File: src/rtl/regbank_pkg.sv
package regbank_pkg;
  localparam int DATA_W = 8;
  localparam int SLOT_W = 5;

  typedef enum logic [2:0] {
    OP_NONE  = 3'd0,
    OP_LOAD  = 3'd1,
    OP_INC   = 3'd2,
    OP_SWAP  = 3'd3,
    OP_STORE = 3'd4,
    OP_ALU   = 3'd5
  } op_e;

  localparam logic [SLOT_W-1:0] SL_WIN  = 5'd0;
  localparam logic [SLOT_W-1:0] SL_NONE = 5'd1;
  localparam logic [SLOT_W-1:0] SL_PCL  = 5'd2;
  localparam logic [SLOT_W-1:0] SL_STAT = 5'd3;
  localparam logic [SLOT_W-1:0] SL_PTR  = 5'd4;
  localparam logic [SLOT_W-1:0] SL_PA   = 5'd5;
  localparam logic [SLOT_W-1:0] SL_PB   = 5'd6;
  localparam int RAM_LO = 7;
  localparam int Z_BIT  = 2;

  function automatic logic [DATA_W-1:0] f_inc(input logic [DATA_W-1:0] v);
    return v + 1'b1;
  endfunction

  function automatic logic [DATA_W-1:0] f_swap(input logic [DATA_W-1:0] v);
    return {v[DATA_W/2-1:0], v[DATA_W-1:DATA_W/2]};
  endfunction
endpackage

File: src/rtl/rb_resolve.sv
module rb_resolve
  import regbank_pkg::*;
#(
  parameter int ADDR_W = 7
) (
  input  logic [ADDR_W-1:0] addr_i,
  input  logic [SLOT_W-1:0] ptr_i,
  output logic [SLOT_W-1:0] slot_o,
  output logic              indirect_o
);
  logic [SLOT_W-1:0] direct;
  assign direct     = addr_i[SLOT_W-1:0];
  assign indirect_o = (direct == SL_WIN);
  assign slot_o     = indirect_o ? ptr_i : direct;
endmodule

File: src/rtl/rb_unit.sv
module rb_unit
  import regbank_pkg::*;
(
  input  logic              clk,
  input  logic              rst_n,
  input  logic [2:0]        op_i,
  input  logic              dest_i,
  input  logic [DATA_W-1:0] operand_i,
  input  logic [DATA_W-1:0] w_i,
  input  logic [DATA_W-1:0] alu_i,
  output logic [DATA_W-1:0] res_o,
  output logic              reg_we_o,
  output logic              z_we_o,
  output logic              z_val_o,
  output logic [DATA_W-1:0] w_o
);
  op_e op;
  logic to_w;
  assign op = op_e'(op_i);

  always_comb begin
    res_o    = operand_i;
    reg_we_o = 1'b0;
    z_we_o   = 1'b0;
    to_w     = 1'b0;
    unique case (op)
      OP_LOAD:  begin res_o = operand_i;        z_we_o = 1'b1; reg_we_o = dest_i; to_w = !dest_i; end
      OP_INC:   begin res_o = f_inc(operand_i); z_we_o = 1'b1; reg_we_o = dest_i; to_w = !dest_i; end
      OP_SWAP:  begin res_o = f_swap(operand_i);               reg_we_o = dest_i; to_w = !dest_i; end
      OP_ALU:   begin res_o = alu_i;            z_we_o = 1'b1; reg_we_o = dest_i; to_w = !dest_i; end
      OP_STORE: begin res_o = w_i;                              reg_we_o = 1'b1; end
      default:  ;
    endcase
  end

  assign z_val_o = (res_o == '0);
  assign w_o     = to_w ? res_o : w_i;

  p_store_noflag_r11: assert property (@(posedge clk) disable iff (!rst_n)
    (op_i == OP_STORE || op_i == OP_SWAP) |-> !z_we_o);
  p_w_dest_r8: assert property (@(posedge clk) disable iff (!rst_n)
    (dest_i && op_i != OP_NONE) |-> (w_o == w_i));
endmodule

File: src/rtl/rb_store.sv
module rb_store
  import regbank_pkg::*;
#(
  parameter int N_SLOT = 32
) (
  input  logic              clk,
  input  logic              rst_n,
  input  logic [SLOT_W-1:0] slot_i,
  input  logic              we_i,
  input  logic [DATA_W-1:0] wdata_i,
  input  logic              z_we_i,
  input  logic              z_val_i,
  output logic [DATA_W-1:0] rd_o,
  output logic [DATA_W-1:0] status_o,
  output logic [SLOT_W-1:0] ptr_o
);
  localparam logic [DATA_W-1:0] STAT_FIX = 8'h18;
  localparam logic [DATA_W-1:0] PTR_FIX  = 8'hE0;
  localparam logic [DATA_W-1:0] PA_FIX   = 8'h70;

  logic [DATA_W-1:0] pcl_q, stat_q, pb_q;
  logic [SLOT_W-1:0] ptr_q;
  logic [3:0]        pa_q;
  logic [DATA_W-1:0] ram_q [N_SLOT];
  logic [DATA_W-1:0] stat_nx;

  always_comb begin
    stat_nx = (we_i && slot_i == SL_STAT) ? wdata_i : stat_q;
    if (z_we_i) stat_nx[Z_BIT] = z_val_i;
  end

  always_ff @(posedge clk or negedge rst_n) begin
    if (!rst_n) begin
      pcl_q  <= '1;
      stat_q <= STAT_FIX;
      ptr_q  <= '0;
      pa_q   <= '0;
      pb_q   <= '0;
    end else begin
      stat_q <= stat_nx;
      if (we_i) begin
        case (slot_i)
          SL_PCL: pcl_q <= wdata_i;
          SL_PTR: ptr_q <= wdata_i[SLOT_W-1:0];
          SL_PA:  pa_q  <= wdata_i[3:0];
          SL_PB:  pb_q  <= wdata_i;
          default: ;
        endcase
      end
    end
  end

  for (genvar g = 0; g < N_SLOT; g++) begin : g_ram
    if (g >= RAM_LO) begin : g_cell
      always_ff @(posedge clk or negedge rst_n) begin
        if (!rst_n) ram_q[g] <= '0;
        else if (we_i && slot_i == SLOT_W'(g)) ram_q[g] <= wdata_i;
      end
    end else begin : g_hole
      assign ram_q[g] = '0;
    end
  end

  assign status_o = stat_q | STAT_FIX;
  assign ptr_o    = ptr_q;

  always_comb begin
    case (slot_i)
      SL_WIN, SL_NONE: rd_o = '0;
      SL_PCL:  rd_o = pcl_q;
      SL_STAT: rd_o = status_o;
      SL_PTR:  rd_o = PTR_FIX | DATA_W'(ptr_q);
      SL_PA:   rd_o = PA_FIX | DATA_W'(pa_q);
      SL_PB:   rd_o = pb_q;
      default: rd_o = ram_q[slot_i];
    endcase
  end

  p_unimpl_zero_r4: assert property (@(posedge clk) disable iff (!rst_n)
    (slot_i == SL_NONE) |-> (rd_o == '0));
  p_self_window_r3: assert property (@(posedge clk) disable iff (!rst_n)
    (slot_i == SL_WIN) |-> (rd_o == '0));
  p_fixed_flags_r5: assert property (@(posedge clk) disable iff (!rst_n)
    status_o[4] && status_o[3]);
  p_ptr_top_r6: assert property (@(posedge clk) disable iff (!rst_n)
    (slot_i == SL_PTR) |-> (rd_o[7:5] == 3'b111));
  p_port_a_r7: assert property (@(posedge clk) disable iff (!rst_n)
    (slot_i == SL_PA) |-> (rd_o[7:4] == 4'b0111));
  p_zero_flag_r12: assert property (@(posedge clk) disable iff (!rst_n)
    z_we_i |=> (status_o[Z_BIT] == $past(z_val_i)));
  p_flag_hold_r10: assert property (@(posedge clk) disable iff (!rst_n)
    (!z_we_i && !(we_i && slot_i == SL_STAT)) |=> $stable(status_o));
endmodule

File: src/rtl/regbank_top.sv
module regbank_top
  import regbank_pkg::*;
#(
  parameter int ADDR_W = 7,
  parameter int N_SLOT = 32
) (
  input  logic              clk,
  input  logic              rst_n,
  input  logic [2:0]        op_i,
  input  logic [ADDR_W-1:0] addr_i,
  input  logic              dest_i,
  input  logic [7:0]        w_i,
  input  logic [7:0]        alu_i,
  output logic [7:0]        rd_data_o,
  output logic [7:0]        w_o,
  output logic [7:0]        status_o
);
  logic [SLOT_W-1:0] slot, ptr;
  logic              indirect, reg_we, z_we, z_val;
  logic [DATA_W-1:0] res;

  rb_resolve #(.ADDR_W(ADDR_W)) u_resolve (
    .addr_i(addr_i), .ptr_i(ptr), .slot_o(slot), .indirect_o(indirect)
  );

  rb_unit u_unit (
    .clk(clk), .rst_n(rst_n), .op_i(op_i), .dest_i(dest_i),
    .operand_i(rd_data_o), .w_i(w_i), .alu_i(alu_i),
    .res_o(res), .reg_we_o(reg_we), .z_we_o(z_we), .z_val_o(z_val), .w_o(w_o)
  );

  rb_store #(.N_SLOT(N_SLOT)) u_store (
    .clk(clk), .rst_n(rst_n), .slot_i(slot), .we_i(reg_we), .wdata_i(res),
    .z_we_i(z_we), .z_val_i(z_val), .rd_o(rd_data_o), .status_o(status_o),
    .ptr_o(ptr)
  );

  p_window_follow_r3: assert property (@(posedge clk) disable iff (!rst_n)
    indirect |-> (slot == ptr));
  p_high_bits_r1: assert property (@(posedge clk) disable iff (!rst_n)
    !indirect |-> (slot == addr_i[SLOT_W-1:0]));
endmodule

File: config.mk
export PLATFORM = sky130hd
export DESIGN_NAME = regbank_top
export DESIGN_NICKNAME = d
export VERILOG_FILES = /design/src/rtl/regbank_pkg.sv /design/src/rtl/rb_resolve.sv /design/src/rtl/rb_unit.sv /design/src/rtl/rb_store.sv /design/src/rtl/regbank_top.sv
export SDC_FILE = /design/constraint.sdc
export NUM_CORES = 1
export LEC_CHECK = 0
export CAP_MARGIN = 20
export CORE_AREA = 2 2 148 150
export DETAILED_ROUTE_END_ITERATION = 8
export DIE_AREA = 0 0 150 152
export DONT_BUFFER_PORTS = 1
export PLACE_DENSITY_LB_ADDON = 0.12
export RECOVER_POWER = 50
export SYNTH_ARGS = -nofsm -noshare
export SYNTH_HDL_FRONTEND = slang
export SYNTH_SLANG_ARGS = --single-unit
File: constraint.sdc
create_clock -name clk -period 3.3 [get_ports clk]
set_input_delay 0.165 -clock clk [delete_from_list [all_inputs] [get_ports clk]]
set_output_delay 0.165 -clock clk [all_outputs]
set_load 0.005 [all_outputs]
# --- After elaboration in Yosys (flattened, before gate mapping) ---
# Index checks and enable logic that the tools add are counted.
# W data, S select, Z words.
totals:
  out_inout_bits: 24
  input_bits: 29
  wordCells: 120
  register_bits: 233
classes:
  n_reduce_logical: 38
  bitwise: 1
  n_mux: 12
  n_eq_ne: 36
  order_cmp: 1
  addsub: 1
op_table:
  columns: ["operator", "count"]
  rows:
  - ["$eq A5 B5 Y1 const B", 16]
  - ["$pmux W8 S6", 1]
  - ["$bmux W8 S5", 1]
  - ["$eq A5 B4 Y1 const B", 8]
  - ["$pmux W8 S4", 1]
  - ["$logic_and A1 B1 Y1", 26]
  - ["$mux W8", 3]
  - ["$eq A5 B3 Y1 const B", 4]
  - ["$eq A5 B2 Y1 const B", 2]
  - ["$logic_not A5 Y1", 2]
  - ["$add A8 B1 Y8 const B", 1]
  - ["$logic_not A8 Y1", 1]
  - ["$reduce_and A2 Y1", 4]
  - ["$eq A3 B2 Y1 const B", 2]
  - ["$eq A3 B3 Y1 const B", 2]
  - ["$ge A6 B6 Y1 const B", 1]
  - ["$not A5 Y6", 1]
  - ["$eq A5 B1 Y1 const B", 1]
  - ["$mux W5", 1]
  - ["$reduce_or A4 Y1", 1]
  - ["$eq A3 B1 Y1 const B", 1]
  - ["$mux W1", 3]
  - ["$mux W3", 1]
  - ["$reduce_or A3 Y1", 1]
  - ["4 further kinds", 4]

# --- Depth between registers and ports, before layout ---
# Gate-level depths: netlist (run 1).
depth:
  word_depth: 11
  ltp_mapped: 17
  mapped_depth_nobuf: 14

# --- Modules after synthesis ---
# A second synthesis (run 1) with hierarchy kept.
hier_totals:
  hier_cells: 925
  area_unflattened_um2: 11696.2
by_module_without_submodules:
  columns: ["mod", "area_per_inst_um2", "instances", "seq_area_each_um2", "cells_per_inst"]
  rows:
  - ["rb_store", 10909.2, 1, 5790.6, 807]
  - ["rb_unit", 695.7, 1, 0.0, 105]
  - ["rb_resolve", 91.3, 1, 0.0, 13]

# --- Worst setup path after synthesis (run 1) ---
# Ideal clock, no wire load.
synth_path:
  kind: "register to output"
  start: "reg u_store.ptr_q[0], in the netlist u_store.ptr_o[0]"
  end: "out w_o[2]"
  stages_incl_launch_ff: 15
  required_ps: 3135
  arrival_time_ps: 3252
  setup_slack_ps: -117
  path_buffers: 3
  path_cell_list: "dfrtp_1 nor2b_1 buf_6 a21o_1 buf_6 mux4_2 and2_4 o311ai_4 a31oi_4 ha_1 and2_1 a211o_1 a21o_1 clkbuf_1 o21ai_0"
synth_via:
  elab_chain_len: 9
  elab_cells_between_ends: 17
  cone_classes: "add/sub: 1; eq/ne: 6; mux: 7; bitwise: 1; reduce/logical: 2"
synth_rtl:
  columns: ["item", "line_no", "text"]
  rows:
  - ["start: declaration", "rb_store.sv:22", "logic [SLOT_W-1:0] ptr_q;"]
  - ["start signal: assignment", "rb_store.sv:44", "SL_PTR: ptr_q <= wdata_i[SLOT_W-1:0];"]
  - ["$mux W5 (*)", "rb_resolve.sv:14", "assign slot_o = indirect_o ? ptr_i : direct;"]
  - ["$not A5 Y6 (not written as such)", "rb_store.sv:75", "default: rd_o = ram_q[slot_i];"]
  - ["$bmux W8 S5", "rb_store.sv:75", null]
  - ["$mux W8 (not written as such) (2 in a row)", "rb_store.sv:75", null]
  - ["$pmux W8 S6 (*)", "rb_store.sv:68", "case (slot_i)"]
  - ["via rd_data_o[1]", "regbank_top.sv:14", "output logic [7:0] rd_data_o,"]
  - ["$add A8 B1 Y8 (*)", "regbank_pkg.sv:25", "return v + 1'b1;"]
  - ["$pmux W8 S4 (*)", "rb_unit.sv:26", "unique case (op)"]
  - ["$mux W8 (*)", "rb_unit.sv:37", "assign w_o = to_w ? res_o : w_i;"]
  - ["end: declaration", "regbank_top.sv:15", "output logic [7:0] w_o,"]
# The timed path passes the listed nets; every way through them passes the cells marked *. The select of a mux whose other input is x is not followed.

# --- Worst setup path after layout (run 1) ---
layout_path:
  start: "reg u_store.ptr_q[1], in the netlist u_store.ptr_o[1]"
  end: "out w_o[5]"
layout_via:
  elab_chain_len: 9
  elab_cells_between_ends: 17
  cone_classes: "add/sub: 1; eq/ne: 6; mux: 7; bitwise: 1; reduce/logical: 2"
layout_rtl:
  columns: ["item", "line_no"]
  rows:
  - ["$mux W5", "rb_resolve.sv:14"]
  - ["$not A5 Y6 (not written as such)", "rb_store.sv:75"]
  - ["$bmux W8 S5", "rb_store.sv:75"]
  - ["$mux W8 (not written as such) (2 in a row)", "rb_store.sv:75"]
  - ["$pmux W8 S6 (*)", "rb_store.sv:68"]
  - ["$add A8 B1 Y8", "regbank_pkg.sv:25"]
  - ["$pmux W8 S4 (*)", "rb_unit.sv:26"]
  - ["$mux W8 (*)", "rb_unit.sv:37"]
# Every way passes the cells marked *; elsewhere a longest branch is shown, timed or not. The select of a mux whose other input is x is not followed.

==> flow_summary.json, run 1 <==
{
  "drt-initial-drc-count": 1035,
  "core_area_um2": 21400,
  "start_util_pct": 56.9,
  "fin_hold_ws_ps": -676,
  "die_h_um": 152,
  "multi_input_area_um2": 6440,
  "synth-simple-area-share_pct": 13.4,
  "synth_cell_type_count": 82,
  "hpwl_um": 27100,
  "cp-start-kind": "flip-flop",
  "maxSlewViolCount": 0,
  "synth_xor_area_share_pct": 0.0721,
  "cp_max_fo": 9,
  "layout.nets": 1414,
  "num-fill-cells": 1494,
  "rsz0062_at_grt": "yes",
  "tritoncts": "yes",
  "p_per_area_nw_per_um2": 538,
  "postCtsHoldBufs": 1,
  "p_total_mw": 8.46,
  "cp_top_family": "compound AO/OA/AOI/OAI gates",
  "diodes": 0,
  "ys_ff_latch": 231,
  "clkLatencyLatePin_ps": 560,
  "grt_remaining_overflow": 0,
  "min_period_over_period_pct": 117,
  "track_usage_pct": 36.5,
  "grt_max_degree": 232,
  "fmax_mhz": 259,
  "fin_area_um2": 15700,
  "synth_edf_count": 0,
  "cts.sinks": 231,
  "drcViolationCount": 0,
  "grt_pass1_wl_um": 63800,
  "worstSetupEndpointType": "primary output",
  "yosys.area_share.adder_pct": 0.103,
  "register_area_um2": 5790,
  "yosys_warnings": 0,
  "routedWlPerCell_um": 24.6,
  "htree_levels": 1,
  "violations": "negative hold slack, negative setup slack",
  "drt_first_pass_iters": 6,
  "clk_path_buf_depth": 3,
  "slew_headroom_pct": 49.4,
  "path_buf_inv": 3,
  "setup-violations-final": 211,
  "final_layout_size_suffix_gt1_share_pct": 36.4,
  "synth_top_family_by_area": "compound AO/OA/AOI/OAI gates",
  "slowest_stage": "a222oi_1",
  "total_leakage_power_nw": 7.07,
  "cp.required_ps": 3130,
  "ys_async_sr_fraction_pct": 100,
  "cap_violations": 0,
  "clk_pin_slew_ps": 60,
  "crit_path_frequent_cell": "o21ai_4",
  "areaGrowthSynthToFinish_pct": 29.5,
  "max_stage_delay_ps": 470,
  "cts-root-buf": "clkbuf_16",
  "path_class": "reg -> out",
  "synth-main-ff-cell": "dfrtp_1",
  "antenna_found_initial": 0,
  "die_w_um": 150,
  "timing.final.crit_period_ps": 3860,
  "gp_congestion": 0.942,
  "synthMuxAreaShare_pct": 13.5,
  "status": "complete, but fails checks",
  "dpl-instance-area_um2": 13600,
  "dr_total_vias": 10752,
  "crit_chain": "nand2b_1, o21ai_4, buf_12, mux2_4, a222oi_1, o31a_1, o21ai_4, buf_4, a2111oi_2, a31oi_2, nand2_2, buf_12, o21ai_4",
  "ios": 53,
  "avgViaCountPerCell": 6.39,
  "dieArea_um2": 22800,
  "wirelength_um": 41400,
  "timing_hold_violations_final": 231,
  "ir_drop_mv": 0.489,
  "worst_pin_slew_ps": 756,
  "synth-compound-area-share_pct": 20.5,
  "synth_area_per_cell_um2": 9.91,
  "grt_pass1_vias": 10755,
  "ys_seq_area_share_pct": 47.7,
  "final_common_cell": "dfrtp_1",
  "hold_path.class": "in -> async",
  "fin_ws_ps": -563,
  "layout_common_cells": "223 x dfrtp_1, 221 x nand2_1, 179 x buf_4, 91 x mux2_2, 87 x o21ai_0",
  "io_buffers": 0,
  "skew_ps": 27.2,
  "detail-route-antenna-nets": 0,
  "syn_area_um2": 12100,
  "syn_inst": 1225,
  "rows": 54,
  "cts_buffers": 26,
  "crit_arrival_ps": 3700
}
[stage by stage]
stage               setup TNS (ps)  setup WS, ps  utilization, %  instances
global placement            -49530          -331            63.7       1579
CTS                         -17370          -470            72.7       1670
global route                -60010          -690            73.7       1683
finish                      -37920          -563            73.7       1683
detailed placement          -49420          -324            63.7       1579
floorplan                    -7.81         -7.05               -       1226
[logic make-up (layout without fill, tap and decap cells)]
kind of cell | Yosys count | after routing
buffers and inverters | 113 | 290
xor gates and xnor gates | 1 | 1
DFF | 231 | 231
muxes | 145 | 145
AOI/OAI and AO/OA | 366 | 366
adders and majority gates | 1 | 1
other | 1 | 2
and+or+nand+nor | 367 | 367
[cells in the mapped netlist, drive strengths merged, types with 13 or more instances]
cell type / number / area (µm²)
nor2b: 33 / 206
o21ai: 179 / 930
nand3: 18 / 95.1
a21oi: 38 / 213
mux2: 97 / 1090
a31oi: 13 / 103
buf: 44 / 312
dfrtp: 223 / 5580
a221oi: 30 / 280
a2111oi: 13 / 115
mux2i: 43 / 430
clkbuf: 58 / 218
nor2: 45 / 169
nand2: 226 / 848
[registers in the layout (all words and copies together), names as in the netlist]
name and count:
u_store.pa_q 4, u_store.pcl_q 8, u_store.ptr_o 5, u_store.ram_q 200, u_store.stat_q 6, u_store.pb_q 8
[what timing repair did]
item	in CTS	in global routing
endpoints found under the hold margin	232	231
resized for setup	195	36
buffers inserted	42	15
pin swaps	63	10
setup endpoints to repair	238	241
gates cloned	6	0
[layout make-up]
type | instances | share of cell area (%)
Clock inverter | 10 | 0.819
Inverter | 11 | 0.263
Multi-Input combinational cell | 882 | 40.9
Tap cell | 280 | 2.23
Timing Repair Buffer | 232 | 14.3
Clock buffer | 37 | 4.59
Sequential cell | 231 | 36.8
[worst reg2reg max path, cell delays in order (launching register included)]
cell and delay [ps]:
dfrtp_1 400, nand2b_1 140, o21ai_4 230, buf_12 170
mux2_4 300, a222oi_1 470, o31a_1 370, o21ai_4 160
buf_4 170, a2111oi_2 340, a31oi_2 90, nand2_2 130
buf_6 110, buf_6 80, buf_6 90, buf_8 130
nand4bb_1 120, o41ai_2 200
[routing by layer]
metal	up-vias	global-route usage, %	share of wire [%]
li1	4770	-	-
met1	5250	48.3	40
met2	561	57.4	46
met3	171	7.30	8.1
met4	0	18.3	6.3
met5	-	0	0
[report_power, final]
part | switching, mW | internal (mW) | total [mW] | leakage (nW)
logic | 1.02 | 0.985 | 2.00 | 3.57
registers | 0.283 | 3.30 | 3.58 | 3.08
clock network | 1.19 | 1.69 | 2.88 | 0.419
total | 2.49 | 5.97 | 8.46 | 7.07
[final timing paths]
path	start	endpoint	slack (ps)	cells past startpoint
setup / recovery	u_store.ptr_o[1]$_DFFE_PN0P_	w_o[5]	-560	13
hold / removal	rst_n	u_store.pb_q[6]$_DFFE_PN0P_	-680	0
setup reg to reg	u_store.ptr_o[1]$_DFFE_PN0P_	u_store.stat_q[2]$_DFFE_PN0P_	-520	17
hold reg to reg	u_store.ram_q[114]$_DFFE_PN0P_	u_store.ram_q[114]$_DFFE_PN0P_	470	2
max in group asynchronous	rst_n	u_store.pcl_q[7]$_DFFE_PN1P_	3510	0
min in group clk	op_i[2]	u_store.stat_q[2]$_DFFE_PN0P_	10	4
Power figures use the tool's default switching activity.
==> run 2: changes to the inputs <==
Settings changed: BUFFER_PORTS_ARGS set to -buffer_cell sky130_fd_sc_hd__buf_4, CORE_AREA 2 2 148 150 to 2 2 151 153, DIE_AREA 0 0 150 152 to 0 0 153 155, DONT_BUFFER_PORTS 1 to not set.
==> flow_summary.json, run 2 (synthesized netlist as in run 1, its figures left out) <==
{
  "dr_total_vias": 11577,
  "clkLatencyLatePin_ps": 570,
  "clk_path_buf_depth": 3,
  "cp_max_fo": 7,
  "regMostFlops": "u_store.ram_q",
  "utilization_pct": 76.8,
  "crit_arrival_ps": 3870,
  "diodes": 0,
  "wirelength_um": 45600,
  "grt_max_degree": 101,
  "crit_chain": "nor2b_4, buf_6, a21oi_4, buf_12, buf_6, mux4_2, nor4_4, a221oi_4, buf_6, buf_6, and4_1, a31oi_2, nand2_2, buf_6, o21ai_2, buf_4",
  "cp-start-kind": "flip-flop",
  "routedWlPerCell_um": 25.4,
  "grt_pass1_wl_um": 67200,
  "status": "complete, but fails checks",
  "final_common_cell": "buf_4",
  "start_util_pct": 54.6,
  "slowest_stage": "mux4_2",
  "core_area_um2": 22200,
  "cts_buffers": 26,
  "num-fill-cells": 1452,
  "slew_headroom_pct": -79.2,
  "avgViaCountPerCell": 6.45,
  "gp_congestion": 1.01,
  "p_per_area_nw_per_um2": 520,
  "r2r-end": "u_store.stat_q[2]$_DFFE_PN0P_",
  "worst_pin_slew_ps": 2690,
  "die_h_um": 155,
  "clk_pin_slew_ps": 70,
  "r2r_start": "u_store.ptr_o[3]$_DFFE_PN0P_",
  "detail-route-antenna-nets": 0,
  "maxSlewViolCount": 101,
  "hpwl_um": 29700,
  "crit_path_frequent_cell": "buf_6",
  "io_buffers": 48,
  "skew_ps": 29.9,
  "startpoint": "u_store.ptr_o[0]$_DFFE_PN0P_",
  "layout.nets": 1523,
  "total_leakage_power_nw": 7.79,
  "max_stage_delay_ps": 540,
  "cts.sinks": 231,
  "grt_remaining_overflow": 0,
  "violations": "max-capacitance violations, max-slew violations, negative setup slack",
  "track_usage_pct": 37.0,
  "rows": 55,
  "min_period_over_period_pct": 122,
  "worstSetupEndpointType": "primary output",
  "reg2reg_slack_ps": -520,
  "ir_drop_mv": 0.509,
  "hold_path.class": "in -> reg",
  "cap_violations": 1,
  "reg2regPathDepth": 17,
  "path_class": "reg -> out",
  "path_buf_inv": 7,
  "fin_ws_ps": -737,
  "areaGrowthSynthToFinish_pct": 40.6,
  "timing.final.crit_period_ps": 4040,
  "fmax_mhz": 248,
  "fin_hold_ws_ps": 223,
  "grt_pass1_vias": 11032,
  "drt_first_pass_iters": 5,
  "cp_top_family": "buffers and inverters",
  "dieArea_um2": 23700,
  "cp_num_cells": 16,
  "cts-root-buf": "clkbuf_16",
  "rsz0062_at_grt": "yes",
  "timing_hold_violations_final": 0,
  "final_layout_size_suffix_gt1_share_pct": 44.9,
  "reg_top3": "u_store.ram_q (200), u_store.pb_q (8), u_store.pcl_q (8)",
  "tritoncts": "yes",
  "htree_levels": 1,
  "p_total_mw": 8.89,
  "antenna_found_initial": 3,
  "setup-violations-final": 245,
  "endpoint": "w_o[5]",
  "drcViolationCount": 0,
  "ios": 53,
  "die_w_um": 153,
  "cp.required_ps": 3130,
  "layout_common_cells": "264 x buf_4, 222 x nand2_1, 222 x dfrtp_1, 89 x mux2_2, 73 x o21ai_2",
  "largest_register_ffs": 200,
  "drt-initial-drc-count": 1210
}
-- run 2: layer usage --
layer  share of wire (%)  GRT usage [%]  vias up
li1                    -              -     4991
met1                  40           49.5     5776
met2                  46           58.4      617
met3                 8.7           7.24      189
met4                 5.6           17.7        4
met5                0.13              0        -
-- run 2: through the flow --
step                      cells  worst slack, ps  setup TNS, ps  cell area, µm²
final                      1794             -737         -67970           17100
after global routing       1794             -803         -89460           17100
after floorplan            1226            -7.05          -7.81           12200
after detailed placement   1678             -498         -82910           14300
after global placement     1678             -471         -77660           14300
after CTS                  1776             -508         -17940           16400
-- run 2: how the worst min path moves through the flow --
stage / startpoint / end / slack, ps / depth (start not counted)
finish: op_i[0] / u_store.stat_q[2]$_DFFE_PN0P_ / 220 / 4
global route: op_i[0] / u_store.stat_q[2]$_DFFE_PN0P_ / 250 / 4
CTS: op_i[0] / u_store.stat_q[2]$_DFFE_PN0P_ / 180 / 4
detailed placement: rst_n / u_store.ram_q[31]$_DFFE_PN0P_ / 250 / 1
global placement: rst_n / u_store.pb_q[7]$_DFFE_PN0P_ / 260 / 1
floorplan: rst_n / u_store.pa_q[0]$_DFFE_PN0P_ / -130 / 0
-- run 2: timing repair --
| action | CTS | global route |
|---|---|---|
| setup endpoints to repair | 243 | 244 |
| resized for setup | 207 | 158 |
| hold endpoints to repair | 91 | 0 |
| buffers inserted | 46 | 25 |
| pin swaps | 55 | 62 |
| hold buffers | 1 | 0 |
| cloned | 8 | 4 |
-- run 2: final cells by class --
type / count / area (µm²) / area share [%]
repair buffers: 341 / 3290 / 19.3
clock inverters: 9 / 113 / 0.659
inverters: 11 / 41.3 / 0.242
multi-input cells: 882 / 6760 / 39.6
clock buffers: 35 / 724 / 4.24
well taps: 285 / 357 / 2.09
flip-flops and latches: 231 / 5790 / 33.9
-- run 2: power by group --
part	switching [mW]	leakage, nW	internal, mW
logic	1.25	4.30	1.19
clock network	1.21	0.405	1.63
registers	0.307	3.08	3.30
total	2.77	7.79	6.12
-- run 2: worst register-to-register path, stage by stage (launching register included) --
cell and delay, ps:
dfrtp_1 470, nor2b_4 190, a21oi_4 350, buf_4 220
nor3_2 70, a221oi_1 290, buf_4 180, nand4_1 270
o21ai_2 160, buf_4 170, buf_4 140, and4_1 210
a31oi_2 120, nand2_2 110, buf_6 130, buf_6 130
nand4bb_1 130, o41ai_2 380
==> run 3: changes to the inputs <==
Settings changed: CORE_AREA 2 2 151 153 to 2 2 168 170, DIE_AREA 0 0 153 155 to 0 0 170 172.
==> flow_summary.json, run 3 (synthesized netlist as in run 1, its figures left out) <==
{
  "utilization_pct": 60.3,
  "fin_ws_ps": -636,
  "crit_path_frequent_cell": "buf_4",
  "skew_ps": 7.94,
  "reg2reg_slack_ps": -480,
  "tritoncts": "yes",
  "max_stage_delay_ps": 430,
  "ir_drop_mv": 0.333,
  "worstSetupEndpointType": "primary output",
  "clk_path_buf_depth": 3,
  "ios": 53,
  "worst_pin_slew_ps": 2840,
  "drcViolationCount": 0,
  "dpl-instance-area_um2": 14300,
  "path_class": "reg -> out",
  "grt_max_degree": 111,
  "cts-root-buf": "clkbuf_16",
  "die_w_um": 170,
  "fin_area_um2": 16600,
  "min_period_over_period_pct": 119,
  "fin_cells": 1836,
  "place_inst": 1731,
  "rsz0062_at_grt": "yes",
  "clkLatencyLatePin_ps": 540,
  "crit_arrival_ps": 3770,
  "path_buf_inv": 5,
  "power.clock.fraction_pct": 33.2,
  "diodes": 0,
  "violations": "max-capacitance violations, max-slew violations, negative setup slack",
  "gp_congestion": 0.937,
  "core_area_um2": 27500,
  "timing.final.crit_period_ps": 3940,
  "clk_pin_slew_ps": 60,
  "grt_pass1_vias": 10581,
  "reg_top3": "u_store.ram_q (200), u_store.pb_q (8), u_store.pcl_q (8)",
  "status": "complete, but fails checks",
  "endpoint": "w_o[6]",
  "cap_violations": 1,
  "register_area_um2": 5790,
  "final_common_cell": "buf_4",
  "p_switching_mw": 2.57,
  "die_h_um": 172,
  "layout.nets": 1502,
  "hold_path.class": "in -> reg",
  "p_per_area_nw_per_um2": 519,
  "r2r-end": "u_store.stat_q[2]$_DFFE_PN0P_",
  "cts_buffers": 27,
  "grt_pass1_wl_um": 66900,
  "drt_first_pass_iters": 5,
  "maxSlewViolCount": 110,
  "p_comb_share_pct": 25.2,
  "routedWlPerCell_um": 24.2,
  "regMostFlops": "u_store.ram_q",
  "cp.required_ps": 3130,
  "cp_max_fo": 5,
  "total_leakage_power_nw": 7.47,
  "rows": 61,
  "cp_num_cells": 16,
  "track_usage_pct": 30.6,
  "grt_remaining_overflow": 0,
  "startpoint": "u_store.ptr_o[1]$_DFFE_PN0P_",
  "dieArea_um2": 29200,
  "seqPwrFrac_pct": 41.6,
  "areaGrowthSynthToFinish_pct": 36.3,
  "start_util_pct": 44.2,
  "dr_total_vias": 10818,
  "hpwl_um": 29400,
  "swShare_pct": 29.9,
  "slowest_stage": "dfrtp_1",
  "dpl_worst_slack_ps": -521,
  "timing_hold_violations_final": 0,
  "finalSetupTns_ps": -53920,
  "cp_top_family": "compound AO/OA/AOI/OAI gates",
  "cts.sinks": 231,
  "intPower_mw": 6.03,
  "slew_headroom_pct": -89.0,
  "htree_levels": 1,
  "antenna_found_initial": 1,
  "num-fill-cells": 2311,
  "layout_common_cells": "250 x buf_4, 223 x dfrtp_1, 219 x nand2_1, 89 x o21ai_1, 89 x mux2_2",
  "fmax_mhz": 254,
  "io_buffers": 48,
  "detail-route-antenna-nets": 0,
  "setup-violations-final": 240,
  "multi_input_area_um2": 6450,
  "reg2regPathDepth": 19,
  "avgViaCountPerCell": 5.89,
  "r2r_start": "u_store.ptr_o[1]$_DFFE_PN0P_",
  "wirelength_um": 44400,
  "drt-initial-drc-count": 964,
  "crit_chain": "buf_4, nor2b_4, a21oi_4, buf_8, buf_4, a211oi_2, buf_4, o31ai_4, a221oi_4, ha_4, and2_4, nand2_2, o21ai_2, o2bb2a_4, mux2_4, buf_6",
  "cp-start-kind": "flip-flop",
  "largest_register_ffs": 200,
  "final_layout_size_suffix_gt1_share_pct": 39.3
}
==> run 3: repair_timing <==
item,4_1_cts,5_1_grt
buffers inserted,38,14
gates cloned,8,1
endpoints found under the hold margin,107,0
resized for setup,177,70
setup endpoints to repair,243,241
hold buffers,1,0
pin swaps,53,39
==> run 3: worst min-delay path by stage <==
stage          cells past startpoint     from  slack [ps]                             to
2_1_floorplan                      0    rst_n        -130    u_store.pa_q[0]$_DFFE_PN0P_
3_3_place_gp                       1    rst_n         310  u_store.ram_q[84]$_DFFE_PN0P_
3_5_place_dp                       1    rst_n         320  u_store.ram_q[84]$_DFFE_PN0P_
4_1_cts                            4  op_i[0]         180  u_store.stat_q[2]$_DFFE_PN0P_
5_1_grt                            4  op_i[0]         210  u_store.stat_q[2]$_DFFE_PN0P_
6_report                           4  op_i[0]         190  u_store.stat_q[2]$_DFFE_PN0P_
==> run 3: metrics by stage <==
step | hold WS (ps) | power, mW
5_1_grt | 210 | 8.99
2_1_floorplan | -131 | 4.49
6_report | 194 | 8.60
3_3_place_gp | 314 | 5.31
4_1_cts | 175 | 8.51
3_5_place_dp | 318 | 5.34
==> run 3: final cells by class <==
class / instances / area share [%]
Clock inverter: 6 / 0.385
Clock buffer: 41 / 4.64
Timing Repair Buffer: 319 / 18.2
Multi-Input combinational cell: 882 / 39.0
Sequential cell: 231 / 35.0
Inverter: 11 / 0.249
Tap cell: 346 / 2.61
==> run 3: metal layers <==
layer | share of wire [%] | track usage [%] | vias up
met2 | 46 | 49.7 | 415
met3 | 6.1 | 4.51 | 111
li1 | - | - | 4948
met4 | 4.7 | 13.0 | 0
met5 | 0 | 0 | -
met1 | 43 | 41.3 | 5344
==> run 3: worst register-to-register path, delay by kind of cell (launching register included) <==
| kind | cells | cell delay (ps) |
|---|---|---|
| simple gates | 3 | 440 |
| compound gates | 7 | 1470 |
| flops | 1 | 430 |
| buf+inv | 8 | 1160 |
| fa+ha+maj | 1 | 200 |
==> run 3: power groups by stage <==
| stage | registers [mW] | logic [mW] | clock network (mW) |
|---|---|---|---|
| after floorplan | 3.51 | 0.982 | 0 |
| after global placement | 3.58 | 1.73 | 0 |
| after detailed placement | 3.59 | 1.75 | 0 |
| after CTS | 3.56 | 2.05 | 2.90 |
| after global routing | 3.62 | 2.32 | 3.04 |
| final | 3.58 | 2.17 | 2.86 |
